--- config.mk ---
export PLATFORM = sky130hd
export DESIGN_NAME = adc_serial_port
export DESIGN_NICKNAME = d
export VERILOG_FILES = /design/src/rtl/asp_pkg.sv /design/src/rtl/asp_sync2.sv /design/src/rtl/asp_ctrl.sv /design/src/rtl/asp_datapath.sv /design/src/rtl/adc_serial_port.sv
export SDC_FILE = /design/constraint.sdc
export NUM_CORES = 1
export LEC_CHECK = 0
export CORE_ASPECT_RATIO = 1.25
export CORE_MARGIN = 10
export CORE_UTILIZATION = 40
export DETAILED_ROUTE_END_ITERATION = 10
export GPL_TIMING_DRIVEN = 0
export HOLD_SLACK_MARGIN = 0.06
export PLACE_DENSITY_LB_ADDON = 0.12
export SLEW_MARGIN = 20
export SYNTH_ARGS = -nofsm -noshare
export SYNTH_HDL_FRONTEND = slang
export SYNTH_SLANG_ARGS = --single-unit
--- constraint.sdc ---
create_clock -name mclk -period 6.6 [get_ports mclk]
set_input_delay 1.32 -clock mclk [delete_from_list [all_inputs] [get_ports mclk]]
set_output_delay 1.32 -clock mclk [all_outputs]
set_load 0.05 [all_outputs]
--- src/rtl/asp_pkg.sv ---
package asp_pkg;

  // Strobes passed from control to datapath, one set per bit period.
  typedef struct packed {
    logic bitStb;    // a new bit period starts on this cycle
    logic load;      // capture both channel inputs (left word starts)
    logic send;      // put the next sample bit on the line
    logic selRight;  // the bit period belongs to the right channel
  } dpCtl_t;

endpackage

--- src/rtl/asp_sync2.sv ---
module asp_sync2 #(
  parameter int W = 1
) (
  input  logic         clk,
  input  logic         rstN,
  input  logic [W-1:0] d,
  output logic [W-1:0] q
);

  logic [W-1:0] meta;

  always_ff @(posedge clk or negedge rstN) begin
    if (!rstN) begin
      meta <= '0;
      q    <= '0;
    end else begin
      meta <= d;
      q    <= meta;
    end
  end

endmodule

--- src/rtl/asp_ctrl.sv ---
module asp_ctrl
  import asp_pkg::*;
#(
  parameter int SAMPLE_W  = 20,
  parameter int SLOT_BITS = 32,
  parameter int DIV_LO    = 4,
  parameter int DIV_HI    = 6
) (
  input  logic   clk,
  input  logic   rstN,
  input  logic   masterMode,
  input  logic   fmtI2s,
  input  logic   ratioHi,
  input  logic   sclkIn,
  input  logic   lrckIn,
  input  logic   fsyncIn,
  output logic   sclkOut,
  output logic   lrckOut,
  output logic   fsyncOut,
  output dpCtl_t ctl
);

  localparam int FRAME_BITS = 2 * SLOT_BITS;
  localparam int BIT_CW     = $clog2(FRAME_BITS);
  localparam int SLOT_CW    = $clog2(SLOT_BITS);
  localparam int DIV_MAX    = (DIV_HI > DIV_LO) ? DIV_HI : DIV_LO;
  localparam int DIV_CW     = $clog2(DIV_MAX);
  localparam int SENT_CW    = $clog2(SAMPLE_W + 1);

  // ---------------- master clock division ----------------
  logic [DIV_CW-1:0] divCnt, divLast, divHalf;
  logic [BIT_CW-1:0] bitCnt, nextBit;
  logic              mWrap;

  assign divLast = ratioHi ? DIV_CW'(DIV_HI - 1) : DIV_CW'(DIV_LO - 1);
  assign divHalf = ratioHi ? DIV_CW'(DIV_HI / 2) : DIV_CW'(DIV_LO / 2);
  assign mWrap   = masterMode && (divCnt == divLast);
  assign nextBit = bitCnt + 1'b1;

  always_ff @(posedge clk or negedge rstN) begin
    if (!rstN) begin
      divCnt <= '0;
      bitCnt <= '0;
    end else if (masterMode) begin
      if (mWrap) begin
        divCnt <= '0;
        bitCnt <= nextBit;
      end else begin
        divCnt <= divCnt + 1'b1;
      end
    end
  end

  logic sclkGen, lrckGen, fsyncGen;
  assign sclkGen  = (divCnt >= divHalf);
  assign lrckGen  = fmtI2s ? bitCnt[BIT_CW-1] : ~bitCnt[BIT_CW-1];
  assign fsyncGen = ~bitCnt[SLOT_CW-1];

  assign sclkOut  = rstN & masterMode & sclkGen;
  assign fsyncOut = rstN & masterMode & fsyncGen;
  assign lrckOut  = masterMode & (rstN ? lrckGen : ~fmtI2s);

  // ---------------- slave clock capture ----------------
  logic sclkS, lrckS, fsyncS, sclkPrev, lrckLast, sFall;

  asp_sync2 #(.W(3)) u_sync (
    .clk (clk),
    .rstN(rstN),
    .d   ({sclkIn, lrckIn, fsyncIn}),
    .q   ({sclkS, lrckS, fsyncS})
  );

  assign sFall = !masterMode && sclkPrev && !sclkS;

  always_ff @(posedge clk or negedge rstN) begin
    if (!rstN) begin
      sclkPrev <= 1'b0;
      lrckLast <= 1'b0;
    end else begin
      sclkPrev <= sclkS;
      if (sFall) lrckLast <= lrckS;
    end
  end

  // ---------------- shared bit sequencing ----------------
  logic               wordStart, selRight, bitEn, skipBit, sendBit;
  logic [SENT_CW-1:0] sentCnt, sentBase;

  assign wordStart = masterMode ? (nextBit[SLOT_CW-1:0] == '0) : (lrckS != lrckLast);
  assign selRight  = masterMode ? nextBit[BIT_CW-1] : (fmtI2s ? lrckS : ~lrckS);
  assign bitEn     = masterMode || fmtI2s || fsyncS;
  assign sentBase  = wordStart ? '0 : sentCnt;
  assign skipBit   = fmtI2s && wordStart;
  assign sendBit   = !skipBit && bitEn && (sentBase < SENT_CW'(SAMPLE_W));

  always_ff @(posedge clk or negedge rstN) begin
    if (!rstN) begin
      sentCnt <= SENT_CW'(SAMPLE_W);
    end else if (ctl.bitStb) begin
      sentCnt <= sentBase + SENT_CW'(sendBit);
    end
  end

  always_comb begin
    ctl.bitStb   = masterMode ? mWrap : sFall;
    ctl.load     = ctl.bitStb && wordStart && !selRight;
    ctl.send     = ctl.bitStb && sendBit;
    ctl.selRight = selRight;
  end

endmodule

--- src/rtl/asp_datapath.sv ---
module asp_datapath
  import asp_pkg::*;
#(
  parameter int SAMPLE_W = 20
) (
  input  logic                clk,
  input  logic                rstN,
  input  dpCtl_t              ctl,
  input  logic [SAMPLE_W-1:0] leftIn,
  input  logic [SAMPLE_W-1:0] rightIn,
  output logic                sdata
);

  logic [SAMPLE_W-1:0] lSh, rSh, lCur, rCur;

  assign lCur = ctl.load ? leftIn  : lSh;
  assign rCur = ctl.load ? rightIn : rSh;

  always_ff @(posedge clk or negedge rstN) begin
    if (!rstN) begin
      lSh   <= '0;
      rSh   <= '0;
      sdata <= 1'b0;
    end else if (ctl.bitStb) begin
      sdata <= ctl.send & (ctl.selRight ? rCur[SAMPLE_W-1] : lCur[SAMPLE_W-1]);
      lSh   <= (ctl.send && !ctl.selRight) ? {lCur[SAMPLE_W-2:0], 1'b0} : lCur;
      rSh   <= (ctl.send &&  ctl.selRight) ? {rCur[SAMPLE_W-2:0], 1'b0} : rCur;
    end
  end

endmodule

--- src/rtl/adc_serial_port.sv ---
module adc_serial_port
  import asp_pkg::*;
#(
  parameter int SAMPLE_W  = 20,
  parameter int SLOT_BITS = 32,
  parameter int DIV_LO    = 4,
  parameter int DIV_HI    = 6
) (
  input  logic                mclk,
  input  logic                pdN,
  input  logic                masterMode,
  input  logic                fmtI2s,
  input  logic                ratio384,
  input  logic [SAMPLE_W-1:0] leftSample,
  input  logic [SAMPLE_W-1:0] rightSample,
  input  logic                sclkIn,
  input  logic                lrckIn,
  input  logic                fsyncIn,
  output logic                sclkOut,
  output logic                lrckOut,
  output logic                fsyncOut,
  output logic                sdata
);

  dpCtl_t ctl;

  asp_ctrl #(
    .SAMPLE_W (SAMPLE_W),
    .SLOT_BITS(SLOT_BITS),
    .DIV_LO   (DIV_LO),
    .DIV_HI   (DIV_HI)
  ) u_ctrl (
    .clk       (mclk),
    .rstN      (pdN),
    .masterMode(masterMode),
    .fmtI2s    (fmtI2s),
    .ratioHi   (ratio384),
    .sclkIn    (sclkIn),
    .lrckIn    (lrckIn),
    .fsyncIn   (fsyncIn),
    .sclkOut   (sclkOut),
    .lrckOut   (lrckOut),
    .fsyncOut  (fsyncOut),
    .ctl       (ctl)
  );

  asp_datapath #(
    .SAMPLE_W(SAMPLE_W)
  ) u_dp (
    .clk    (mclk),
    .rstN   (pdN),
    .ctl    (ctl),
    .leftIn (leftSample),
    .rightIn(rightSample),
    .sdata  (sdata)
  );

endmodule

==> impl_metrics.prom, run 1 <==
# TYPE chip_impl_metric gauge
chip_impl_metric{name="maxClockFrequency",unit="MHz"} 226
chip_impl_metric{name="num-nets-final",unit=""} 433
chip_impl_info{name="path_class",value="in2out"} 1
chip_impl_metric{name="synthArstFlopShare",unit=""} 1.00
chip_impl_metric{name="layout_cells_sized_above_1",unit=""} 0.135
chip_impl_metric{name="initial_core_util",unit=""} 0.412
chip_impl_info{name="status",value="completed"} 1
chip_impl_metric{name="grt_overflow",unit=""} 0
chip_impl_info{name="synthFlopType",value="sky130_fd_sc_hd__dfrtp_1"} 1
chip_impl_metric{name="worst_hold_slack",unit="ns"} 0.349
chip_impl_metric{name="final_hold_viol_count",unit=""} 0
chip_impl_metric{name="max_cap_viol_count",unit=""} 0
chip_impl_metric{name="post_layout_nonfiller_instances",unit=""} 480
chip_impl_metric{name="max_slew.worst_pin.slew",unit="ns"} 0.594
chip_impl_metric{name="vias_in_the_first_global_route",unit=""} 2605
chip_impl_info{name="slowest_stage_cell_crit_path",value="sky130_fd_sc_hd__clkdlybuf4s50_1"} 1
chip_impl_metric{name="postRouteAntennaNets",unit=""} 0
chip_impl_metric{name="first_pass_grt_wire_length",unit="µm"} 12200
chip_impl_metric{name="drtPass1Iterations",unit=""} 4
chip_impl_metric{name="die_h",unit="µm"} 120
chip_impl_metric{name="final_weighted_congestion_of_routability_driven_global_placement",unit=""} 0.767
chip_impl_metric{name="synthesis.yosys.warnings",unit=""} 0
chip_impl_info{name="path_cells",value="clkdlybuf4s50_1, ha_1, nand2b_1, a21oi_1, nor2_1, clkdlybuf4s50_1"} 1
chip_impl_metric{name="cpPeakStageDelay",unit="ns"} 0.69
chip_impl_metric{name="core-area",unit="mm²"} 0.00784
chip_impl_metric{name="cp_num_buf_inv",unit=""} 2
chip_impl_info{name="synth.area.top_cells",value="sky130_fd_sc_hd__dfrtp_1, sky130_fd_sc_hd__o221ai_2, sky130_fd_sc_hd__o22a_1, sky130_fd_sc_hd__a21oi_1, sky130_fd_sc_hd__nand2_1"} 1
chip_impl_metric{name="power.ir.vdd_worst",unit="mV"} 0.197
chip_impl_metric{name="fin_util",unit=""} 0.522
chip_impl_metric{name="finalCriticalPeriod",unit="ns"} 4.42
chip_impl_metric{name="cts_buffers",unit=""} 9
chip_impl_metric{name="die_area",unit="mm²"} 0.0121
chip_impl_metric{name="dpl.cell_count",unit=""} 464
chip_impl_metric{name="drc",unit=""} 0
chip_impl_metric{name="worst_setup_hold_path_clk_slew",unit="ns"} 0.06
chip_impl_metric{name="max_clock_skew",unit="ns"} 0.00716
chip_impl_info{name="start_kind",value="input pin"} 1
chip_impl_metric{name="num_antenna_cells",unit=""} 0
chip_impl_info{name="ys_top_cells_by_count",value="sky130_fd_sc_hd__dfrtp_1, sky130_fd_sc_hd__nand2_1, sky130_fd_sc_hd__nor2_1"} 1
chip_impl_metric{name="wl_per_cell",unit="µm"} 15.0
chip_impl_metric{name="via_count",unit=""} 2575
chip_impl_info{name="min-delay-path-class",value="reg2reg"} 1
chip_impl_metric{name="die-width",unit="µm"} 100
chip_impl_metric{name="timing.max_slew.rel_slack",unit=""} 0.600
chip_impl_metric{name="syn-cell-area",unit="mm²"} 0.00323
chip_impl_info{name="cp_top_family",value="buffers and inverters"} 1
chip_impl_metric{name="timing.critical_path.required",unit="ns"} 5.28
chip_impl_info{name="worst_path_most_repeated_cell",value="sky130_fd_sc_hd__clkdlybuf4s50_1"} 1
chip_impl_info{name="endpoint_kind",value="primary output"} 1
chip_impl_metric{name="syn-mean-instance-area",unit="µm²"} 10.1
chip_impl_info{name="rsz0062_at_grt",value="no"} 1
chip_impl_metric{name="clk_lat_worst_skew",unit="ns"} 0.33
chip_impl_metric{name="min_path_cells",unit=""} 0
chip_impl_metric{name="routed_wirelength",unit="µm"} 7180
chip_impl_metric{name="vias_per_cell",unit=""} 5.36
chip_impl_metric{name="syn_inst",unit=""} 318
chip_impl_metric{name="ys_ff_latch",unit=""} 63
chip_impl_info{name="clock_tree_root_driver_cell",value="sky130_fd_sc_hd__clkbuf_8"} 1
chip_impl_metric{name="post_synth_num_cell_types",unit=""} 50
chip_impl_metric{name="cts_sinks",unit=""} 63
chip_impl_metric{name="report.power.total",unit="mW"} 1.49
chip_impl_metric{name="gr-usage-all-layers",unit=""} 0.121
chip_impl_metric{name="r2r_cells",unit=""} 11
chip_impl_metric{name="synth_edf_count",unit=""} 0
chip_impl_info{name="yosys.area.top_type",value="sky130_fd_sc_hd__dfrtp_1"} 1
chip_impl_metric{name="synth.top_cell.area_share",unit=""} 0.473
chip_impl_metric{name="grt_max_degree",unit=""} 39
chip_impl_info{name="tritoncts_clock_tree",value="yes"} 1
chip_impl_metric{name="post_cts.resized_instances",unit=""} 0
chip_impl_metric{name="flow.area_growth_from_synthesis",unit="%"} 26.7
chip_impl_metric{name="pwr_density_cell",unit="mW/mm²"} 364
chip_impl_metric{name="timing.final.crit_share",unit=""} 0.670
chip_impl_metric{name="setup-violations-final",unit=""} 0
chip_impl_metric{name="rows",unit=""} 36
chip_impl_metric{name="wp_data_arrival",unit="ns"} 3.10
chip_impl_metric{name="worstPathMaxFanout",unit=""} 3
chip_impl_metric{name="total_leakage_power",unit="nW"} 1.69
chip_impl_metric{name="ioPinCount",unit=""} 52
chip_impl_metric{name="slew_viol_final",unit=""} 0
chip_impl_metric{name="worst_slack",unit="ns"} 2.18
chip_impl_metric{name="cts_hold_repair.buffers",unit=""} 0
chip_impl_metric{name="preCtsSetupSlack",unit="ns"} 2.16
chip_impl_metric{name="place_hpwl",unit="µm"} 5170
chip_impl_metric{name="syn-num-nets",unit=""} 371
chip_impl_metric{name="drtIter0Drc",unit=""} 93
chip_impl_metric{name="synth-seq-area-share",unit=""} 0.489
chip_impl_metric{name="cp.depth",unit=""} 6
chip_impl_info{name="yosys.cell_count.top_type",value="sky130_fd_sc_hd__dfrtp_1"} 1
chip_impl_metric{name="port-buffer-count",unit=""} 50
chip_impl_metric{name="number_of_antenna_violations_at_the_first_check_in_global_routing",unit=""} 0
chip_impl_metric{name="post_cts_repair_timing_setup_buffer_count",unit=""} 0
chip_impl_metric{name="cts_htree_levels",unit=""} 3
chip_impl_metric{name="cts_buffer_depth",unit=""} 2
-- registers in the layout (all words and copies together) (netlist names) --
register / cells
u_ctrl.lrckLast: 1
u_ctrl.u_sync.q: 3
u_ctrl.sclkPrev: 1
u_dp.lSh: 20
u_ctrl.bitCnt: 6
u_ctrl.sentCnt: 5
u_dp.rSh: 20
u_ctrl.u_sync.meta: 3
u_dp.sdata: 1
u_ctrl.divCnt: 3
-- report_power, final --
part | total, mW | switching (mW) | internal (mW)
combinational | 0.481 | 0.245 | 0.236
clock | 0.379 | 0.146 | 0.233
sequential | 0.627 | 0.0872 | 0.540
total | 1.49 | 0.478 | 1.01
-- metal layers --
layer	vias to the layer above	routed length [µm]	GRT usage
li1	1265	-	-
met1	1257	3200	0.144
met2	44	3500	0.198
met3	9	362	0.0348
met4	0	113	0.0504
met5	-	0	0
-- logic make-up after synthesis --
logic type	count (synthesis)	share of synthesized area
xor gates and xnor gates	9	0.0244
DFF	63	0.489
adders and majority gates	5	0.0194
buffers and inverters	40	0.0589
AOI/OAI and AO/OA	97	0.240
muxes	8	0.0264
and+or+nand+nor	96	0.142
-- area by class of cell --
cell class	count	area, µm²
tap	95	119
inverter	23	86.3
clock buffer	13	159
buffer	17	104
multi-input combinational	215	1460
timing repair buffer	51	518
clock inverter	3	65.1
sequential	63	1580
fill	781	3750
-- layout by cell type, fill, tap and decap left out, drive strengths merged, types with 3 or more instances in the layout --
cell / synthesis / routed
xor2: 5 / 5
xnor2: 4 / 4
mux2: 4 / 4
and3: 3 / 3
dfrtp: 61 / 61
o22ai: 3 / 3
o21a: 16 / 16
nand3: 8 / 8
o221ai: 17 / 17
nor2: 32 / 32
or3: 3 / 3
o22a: 15 / 15
o21ai: 5 / 5
buf: 13 / 15
clkbuf: 4 / 17
inv: 23 / 23
a21oi: 26 / 26
clkdlybuf4s50: 0 / 49
ha: 5 / 5
nor3: 4 / 4
mux2i: 4 / 4
nand2: 35 / 35
-- through the flow --
stage                     instance area [µm²]  setup TNS [ns]
final                                    4090               0
after global routing                     4090               0
after CTS                                4090               0
after detailed placement                 3860               0
after global placement                   3850          -0.182
after floorplan                          3230               0
-- final timing paths --
kind                                             from            endpoint  slack [ns]
worst max-delay path                         ratio384             sclkOut        2.18
worst min-delay path            u_ctrl.u_sync.meta[2]  u_ctrl.u_sync.q[2]        0.35
worst max register to register       u_ctrl.bitCnt[0]   u_ctrl.sentCnt[4]        4.09
worst min register to register  u_ctrl.u_sync.meta[2]  u_ctrl.u_sync.q[2]        0.35
max in group asynchronous                         pdN   u_ctrl.sentCnt[4]        5.09
min in group asynchronous                         pdN         u_dp.lSh[6]        0.92
Note: power is estimated with default switching activity, not from simulation.
==> inputs of run 2 (changes only) <==
Clock period 6.6 ns to 4.4 ns, I/O delays scaled along.
==> results of run 2 <==
The final DEF is identical to that of run 1. Status: completed.
Main changes from that run: setup slack after placement 2.16 ns -> 0.841 ns; setup slack after layout 2.18 ns -> 0.857 ns; register-to-register setup slack 4.09 ns -> 1.89 ns; total power 1.49 mW -> 2.23 mW; worst IR drop on VDD 0.197 mV -> 0.295 mV
